### src/rtl/mbus_pkg.sv
`timescale 1ns/1ps
package mbus_pkg;
    typedef enum logic [2:0] {
        S_BOOT,
        S_IDLE,
        S_ADDR,
        S_READ,
        S_WRITE
    } mbus_state_e;

    // bit positions inside the synchronised bus vector
    localparam int SIG_AS  = 0;
    localparam int SIG_DS  = 1;
    localparam int SIG_RW  = 2;
    localparam int SIG_CS  = 3;
    localparam int SIG_EXT = 4;
    localparam int SIG_AD  = 5;
    localparam int CTRL_W  = 5;
endpackage

### src/rtl/mbus_sync.sv
`timescale 1ns/1ps
module mbus_sync #(
    parameter int W = 1,
    parameter int STAGES = 2,
    parameter logic [W-1:0] RST_VAL = '0
) (
    input  logic         clk,
    input  logic         rst_n,
    input  logic [W-1:0] d,
    output logic [W-1:0] q
);
    logic [STAGES-1:0][W-1:0] pipe;

    always_ff @(posedge clk or negedge rst_n) begin
        if (!rst_n) begin
            pipe <= {STAGES{RST_VAL}};
        end else begin
            pipe[0] <= d;
            for (int i = 1; i < STAGES; i++) begin
                pipe[i] <= pipe[i-1];
            end
        end
    end

    assign q = pipe[STAGES-1];
endmodule

### src/rtl/mbus_edges.sv
`timescale 1ns/1ps
module mbus_edges #(
    parameter int W = 1,
    parameter logic [W-1:0] RST_VAL = '0
) (
    input  logic         clk,
    input  logic         rst_n,
    input  logic [W-1:0] cur,
    output logic [W-1:0] rise,
    output logic [W-1:0] fall
);
    logic [W-1:0] prev;

    always_ff @(posedge clk or negedge rst_n) begin
        if (!rst_n) prev <= RST_VAL;
        else        prev <= cur;
    end

    assign rise = cur & ~prev;
    assign fall = ~cur & prev;
endmodule

### src/rtl/mbus_decode.sv
`timescale 1ns/1ps
module mbus_decode #(
    parameter int AW = 7,
    parameter logic [AW-1:0] STATUS_OFS = 7'h0C
) (
    input  logic        bank,
    input  logic [AW-1:0] ofs,
    input  logic        wp,
    output logic        is_status,
    output logic        wr_ok
);
    always_comb begin
        is_status = !bank && (ofs == STATUS_OFS);
        wr_ok     = !wp && !is_status;
    end
endmodule

### src/rtl/mbus_slave.sv
`timescale 1ns/1ps
module mbus_slave #(
    parameter int DW = 8,
    parameter int AW = 7,
    parameter int SYNC_STAGES = 2,
    parameter logic [AW-1:0] STATUS_OFS = 7'h0C,
    localparam int IW = AW + 1
) (
    input  logic          clk,
    input  logic          rst_n,
    input  logic          mode_i,
    input  logic          as_i,
    input  logic          ds_i,
    input  logic          rw_i,
    input  logic          cs_n_i,
    input  logic          ext_i,
    input  logic [DW-1:0] ad_i,
    input  logic          wp_i,
    input  logic [DW-1:0] rd_data_i,
    output logic [DW-1:0] ad_o,
    output logic          ad_oe_o,
    output logic [IW-1:0] req_idx_o,
    output logic          rd_req_o,
    output logic          wr_req_o,
    output logic [DW-1:0] wr_data_o,
    output logic          clr_flags_o
);
    import mbus_pkg::*;

    localparam int SW = CTRL_W + DW;
    localparam logic [SW-1:0] SYNC_RST = {{(SW-1){1'b0}}, 1'b1} << SIG_CS;

    mbus_state_e st, st_nx;

    logic [SW-1:0] bus_s;
    logic [1:0]    str_rise, str_fall;
    logic          as_prev, as_fall;
    logic          ds_rise, ds_fall, rw_rise, rw_fall;
    logic          rw_s, cs_sel, ext_s;
    logic [DW-1:0] ad_s;
    logic          mode_q;
    logic          start_rd, start_wr, end_rd, commit_wr;
    logic          is_status, wr_ok;
    logic [IW-1:0] idx_q;
    logic          rd_q, wr_q, clr_q;
    logic [DW-1:0] wdat_q;

    // synchronise every bus pin through the same pipeline so data aligns with strobes
    mbus_sync #(.W(SW), .STAGES(SYNC_STAGES), .RST_VAL(SYNC_RST)) u_sync (
        .clk (clk),
        .rst_n (rst_n),
        .d ({ad_i, ext_i, cs_n_i, rw_i, ds_i, as_i}),
        .q (bus_s)
    );

    mbus_edges #(.W(2), .RST_VAL(2'b00)) u_edges (
        .clk (clk),
        .rst_n (rst_n),
        .cur ({bus_s[SIG_RW], bus_s[SIG_DS]}),
        .rise (str_rise),
        .fall (str_fall)
    );

    always_ff @(posedge clk or negedge rst_n) begin
        if (!rst_n) as_prev <= 1'b0;
        else        as_prev <= bus_s[SIG_AS];
    end

    assign as_fall = as_prev && !bus_s[SIG_AS];
    assign ds_rise = str_rise[0];
    assign ds_fall = str_fall[0];
    assign rw_rise = str_rise[1];
    assign rw_fall = str_fall[1];
    assign rw_s    = bus_s[SIG_RW];
    assign cs_sel  = !bus_s[SIG_CS];
    assign ext_s   = bus_s[SIG_EXT];
    assign ad_s    = bus_s[SIG_AD +: DW];

    mbus_decode #(.AW(AW), .STATUS_OFS(STATUS_OFS)) u_dec (
        .bank (idx_q[IW-1]),
        .ofs (idx_q[AW-1:0]),
        .wp (wp_i),
        .is_status (is_status),
        .wr_ok (wr_ok)
    );

    // mode-dependent interpretation of the data-phase pins
    always_comb begin
        if (mode_q) begin
            start_rd  = ds_rise && rw_s && cs_sel;
            start_wr  = ds_rise && !rw_s && cs_sel;
            end_rd    = ds_fall;
            commit_wr = ds_fall;
        end else begin
            start_rd  = ds_fall && cs_sel;
            start_wr  = rw_fall && cs_sel && !ds_fall;
            end_rd    = ds_rise;
            commit_wr = rw_rise;
        end
    end

    always_comb begin
        st_nx = st;
        unique case (st)
            S_BOOT:  st_nx = S_IDLE;
            S_IDLE:  if (as_fall) st_nx = S_ADDR;
            S_ADDR: begin
                if (as_fall)       st_nx = S_ADDR;
                else if (start_rd) st_nx = S_READ;
                else if (start_wr) st_nx = S_WRITE;
            end
            S_READ:  if (end_rd) st_nx = S_IDLE;
            S_WRITE: if (commit_wr) st_nx = S_IDLE;
            default: st_nx = S_IDLE;
        endcase
    end

    always_ff @(posedge clk or negedge rst_n) begin
        if (!rst_n) st <= S_BOOT;
        else        st <= st_nx;
    end

    always_ff @(posedge clk or negedge rst_n) begin
        if (!rst_n) begin
            mode_q <= 1'b0;
            idx_q  <= '0;
            rd_q   <= 1'b0;
            wr_q   <= 1'b0;
            clr_q  <= 1'b0;
            wdat_q <= '0;
        end else begin
            rd_q  <= 1'b0;
            wr_q  <= 1'b0;
            clr_q <= 1'b0;
            if (st == S_BOOT) begin
                mode_q <= mode_i;
            end
            if (as_fall && (st == S_IDLE || st == S_ADDR)) begin
                idx_q <= {ext_s, ad_s[AW-1:0]};
            end
            if (st == S_ADDR && !as_fall && start_rd) begin
                rd_q  <= 1'b1;
                clr_q <= is_status;
            end
            if (st == S_WRITE && commit_wr && cs_sel && wr_ok) begin
                wr_q   <= 1'b1;
                wdat_q <= ad_s;
            end
        end
    end

    assign ad_oe_o     = (st == S_READ);
    assign ad_o        = ad_oe_o ? rd_data_i : '0;
    assign req_idx_o   = idx_q;
    assign rd_req_o    = rd_q;
    assign wr_req_o    = wr_q;
    assign wr_data_o   = wdat_q;
    assign clr_flags_o = clr_q;
endmodule

### config.mk
export PLATFORM = sky130hd
export DESIGN_NAME = mbus_slave
export DESIGN_NICKNAME = d
export VERILOG_FILES = /design/src/rtl/mbus_pkg.sv /design/src/rtl/mbus_sync.sv /design/src/rtl/mbus_edges.sv /design/src/rtl/mbus_decode.sv /design/src/rtl/mbus_slave.sv
export SDC_FILE = /design/constraint.sdc
export NUM_CORES = 1
export LEC_CHECK = 0
export BUFFER_PORTS_ARGS = -buffer_cell sky130_fd_sc_hd__buf_2
export CORE_ASPECT_RATIO = 1.1
export CORE_MARGIN = 8
export CORE_UTILIZATION = 35
export CTS_BUF_LIST = sky130_fd_sc_hd__clkbuf_8
export DETAILED_ROUTE_END_ITERATION = 7
export HOLD_SLACK_MARGIN = 0.05
export RECOVER_POWER = 25
export SLEW_MARGIN = 40
export SYNTH_ARGS = -nofsm -noshare
export SYNTH_HDL_FRONTEND = slang
export SYNTH_SLANG_ARGS = --single-unit
### constraint.sdc
create_clock -name clk -period 2.5 [get_ports clk]
set_input_delay 0.25 -clock clk [delete_from_list [all_inputs] [get_ports clk]]
set_output_delay 0.25 -clock clk [all_outputs]
set_load 0.02 [all_outputs]
# Word level (Yosys, flattened, before mapping)
# Cells that the tools add are included.
# op_classes
n_reduce_logical	27
mux	15
n_bitwise	4
eq_ne	9
# ops
cell	n
2-to-1 mux 3 bit	6
logical AND 1 bit	16
case mux 3 bit (4 select lines)	1
logical NOT 1 bit	8
2-to-1 mux 8 bit	1
equality test 7 x 4 -> 1 bit (second input constant)	1
2-to-1 mux 1 bit	7
equality test 3 x 2 -> 1 bit (second input constant)	2
bitwise AND 2 bit	2
!= test 2 bit (second input constant)	2
!= test 4 bit (second input constant)	1
NOT 2 bit	2
AND reduction 4 bit	1
equality test 3 x 1 -> 1 bit (second input constant)	1
equality test 3 bit (second input constant)	1
logical NOT 3 bit	1
!= test 2 x 1 -> 1 bit (second input constant)	1
logical OR 1 bit	1
# word_totals
regBits	52
wordCells	66
output_inout_bits	28
in_bits	25

# Depth between registers and ports, before layout
# depth
ltp_word	9
ltp_mapped	6
ltp_nobuf	5

# Modules after synthesis
# A second synthesis with hierarchy kept.
# unflattened
cells_unflattened	129
hier_area_um2	1955.6
# modules_own_cells
mod	instances	area_per_inst_um2	seq_area_each_um2	cells_per_inst
mbus_slave	1	1083.5	600.6	79
mbus_sync	1	750.7	653.1	39
mbus_edges	1	85.1	50.0	6
mbus_decode	1	36.3	0.0	5

# Least setup slack after synthesis
# OpenSTA, ideal clock, no wires.
# synth_timing
path_kind	register to register
startpoint	reg mode_q
endpoint	reg st[1]
path_stages_with_launch	6
setup_ps	125
arrival_time_ps	1693
slack_ps	682
required_ps	2375
path_buffers	0
synth_period_minus_slack_ps	1818
path_cell_list	dfrtp_1 > or3b_2 > a21o_1 > nor2b_1 > a21oi_2 > mux2_2
# synth_between
elab_chain_cells	4
elab_cells_between_ends	11
classes_between	eq/ne: 3; mux: 7; reduce/logical: 1
# synth_rtl
item	line	text
from (decl)	mbus_slave.sv:41	logic mode_q;
from (signal assigned)	mbus_slave.sv:136	mode_q <= mode_i;
2-to-1 mux 1 bit	mbus_slave.sv:89	if (mode_q) begin
2-to-1 mux 3 bit	mbus_slave.sv:109	else if (start_rd) st_nx = S_READ;
2-to-1 mux 3 bit	mbus_slave.sv:108	if (as_fall) st_nx = S_ADDR;
case mux 3 bit (4 select lines)	mbus_slave.sv:104	unique case (st)
to (signal assigned)	mbus_slave.sv:120	else st <= st_nx;
to (decl)	mbus_slave.sv:33	mbus_state_e st, st_nx;
# Parallel ways exist; a longest one is shown, timed or not.
# A chain may end at the register's enable or synchronous reset.

# Worst setup path after layout
# Ends and elaborated chain as after synthesis.

==> results.ini <==
[run_status]
status=finished clean

[timing]
fmax_mhz=510.9
tightest_slew_ps=1250
fin_ws_ps=542.5
slew_headroom=0.1670
fin_crit_ps=1957
finalHoldViolations=0
min_period_over_period=0.7830
finClkSkew_ps=9.054
rsz0062_at_grt=no
slew_viol_final=0
setup_viol=0
tns_ps=0

[synth]
netlist_instances=123
syn_nets=148
synth_seq_cells=52
syn-cell-area_um2=1861
synth.avg_cell_area_um2=15.13
synth-seq-area-share=0.7007
ys_types=30
yosysWarningCount=0

[detailed_routing]
wl_um=3893
avgRoutedWirePerCell_um=15.39
drt-initial-drc-count=62
postRouteAntennaNets=0
drt_pre_antenna_iters=4
vias=1218
via_per_inst=4.814
drc=0

[floorplan]
die-area_um2=7908
start_util=0.3540
die_h_um=92.47
coreArea_um2=5255
io_pins=53
chipWidth_um=85.52
rows=28

[critical_path]
crit_fanout=9
crit_type=register to register
start_kind=register
rr_endpoint=st[1]
r2r_slack_ps=540
required_ps=2690
r2r_cells=5
regToRegStartpoint=mode_q
crit_arrival_ps=2150
endpoint_kind=register

[place]
place_ws_ps=559.3
dp_hpwl_um=2899
io_buffers=52
routabilityCongestion=0.8193

[cells_and_area]
antenna_cells=0
area_growth_pct=29.66
layout_common_cells=buf_2, dfrtp_1, mux2_2
final_common_cell=buf_2
drive_above_1_share=0.4352
design.final.nets=218

[clocking]
clk_transition_reported_paths_ps=90
cts_buffer_depth=2
tritoncts=done
htree_levels=2
cts_sinks=52
numCtsBuffers=5
cts_resized=0
clk_latency_ps=300
clockRootBuffer=clkbuf_8

[grt]
antenna_found_initial=0
grt_pass1_wl_um=6520
grtUsageTotal=0.1062
grt_max_degree=53
gr-total-overflow=0
grt_pass1_vias=1303

[flow_run]
drv_cap=0

[pwr]
peakVddDrop_v=0.0004566
p_leak_nw=1.210
power.total_w=0.002315
power_density_nw_per_um2=959.8

[min_path]
hold_depth=2
hold_class=input port to register
hold_path.startpoint=wp_i
min_to=wr_req_o

[kinds of logic (layout without fill, tap and decap cells)]
group                  after synthesis  after routing  share of synthesized area
muxes                               18             18                     0.1089
and+or+nand+nor                     38             38                     0.1291
buffers and inverters                3             73                   0.008073
DFF                                 52             52                     0.7007
AOI/OAI and AO/OA                   12             12                    0.05313
[Yosys cell counts, drive strengths merged]
| library cell | n | area, um^2 |
|---|---|---|
| dfrtp | 50 | 1251 |
| mux2 | 18 | 202.7 |
| and3 | 9 | 56.30 |
| nor2 | 5 | 18.77 |
| nand2 | 4 | 15.01 |
| nor2b | 4 | 25.02 |
| a21o | 3 | 22.52 |
| a21oi | 3 | 18.77 |
| nand2b | 3 | 18.77 |
| clkbuf | 2 | 7.510 |
| dfstp | 2 | 52.55 |
| nor3 | 2 | 10.01 |
| nor4 | 2 | 27.53 |
| o22a | 2 | 17.52 |
| or3b | 2 | 17.52 |
| a211o | 1 | 8.760 |
| a221o | 1 | 10.01 |
| and2 | 1 | 6.260 |
| and2b | 1 | 7.510 |
| and3b | 1 | 8.760 |
| buf | 1 | 7.510 |
| nand4 | 1 | 6.260 |
| nand4b | 1 | 8.760 |
| nor3b | 1 | 7.510 |
| o21ai | 1 | 5.000 |
| o32ai | 1 | 16.27 |
| or3 | 1 | 6.260 |
[cell type report]
cell class                 instances  area, um^2
clock buffer                       7       96.34
fill                             465        2843
multi-input combinational         68       541.8
sequential                        52        1304
tap                               60       75.07
timing repair buffer              66       395.4
[critical path: stages (launching register included)]
cell,delay (ps)
dfrtp_1,460
or3b_2,500
a21o_1,230
nor2b_1,160
a21oi_2,150
mux2_2,340
[flip-flops by register name, summed over array words and instances (netlist names), 2 cells and up]
signal / count
u_edges.prev: 2
wr_data_o: 8
st: 3
req_idx_o: 8
u_sync.pipe: 13
u_sync.q: 13
[how the worst max path moves through the flow]
| stage | cells after the start | startpoint | end | slack (ps) |
|---|---|---|---|---|
| 6_report | 5 | mode_q | st[1] | 540 |
| 5_1_grt | 5 | mode_q | wr_data_o[1] | 460 |
| 4_1_cts | 5 | mode_q | st[1] | 550 |
| 3_5_place_dp | 5 | mode_q | st[1] | 560 |
| 3_3_place_gp | 5 | mode_q | st[1] | 620 |
| 2_1_floorplan | 5 | mode_q | st[1] | 680 |
[per-layer routing]
metal	share of wire	routed length (um)	vias to the layer above	track usage
met1	0.43	1677	592	0.1214
met3	0.10	389	4	0.05403
met2	0.46	1793	54	0.1663
met5	0	0	-	0
li1	-	-	568	-
met4	0.0082	32	0	0.03947
[power breakdown]
group          internal [W]  switching [W]  total [W]  leakage (nW)
clock network      0.000247       0.000249   0.000496        0.0503
registers          0.000974       0.000127    0.00110         0.632
logic              0.000322       0.000396   0.000718         0.527
[through the flow]
step	std cells	hold WS, ps	utilization	cell area (um^2)
floorplan	123	-45.59	-	1861
global placement	233	332.7	0.4164	2188
detailed placement	233	336.5	0.4164	2188
CTS	251	50.43	0.4557	2395
global route	253	168.0	0.4590	2412
finish	253	186.0	0.4590	2412
[what timing repair did]
action | 4_1_cts | 5_1_grt
endpoints found under the hold margin | 11 | 2
setup buffers | 0 | 0
hold buffers | 11 | 2
Note: power is estimated with default switching activity, not from simulation.
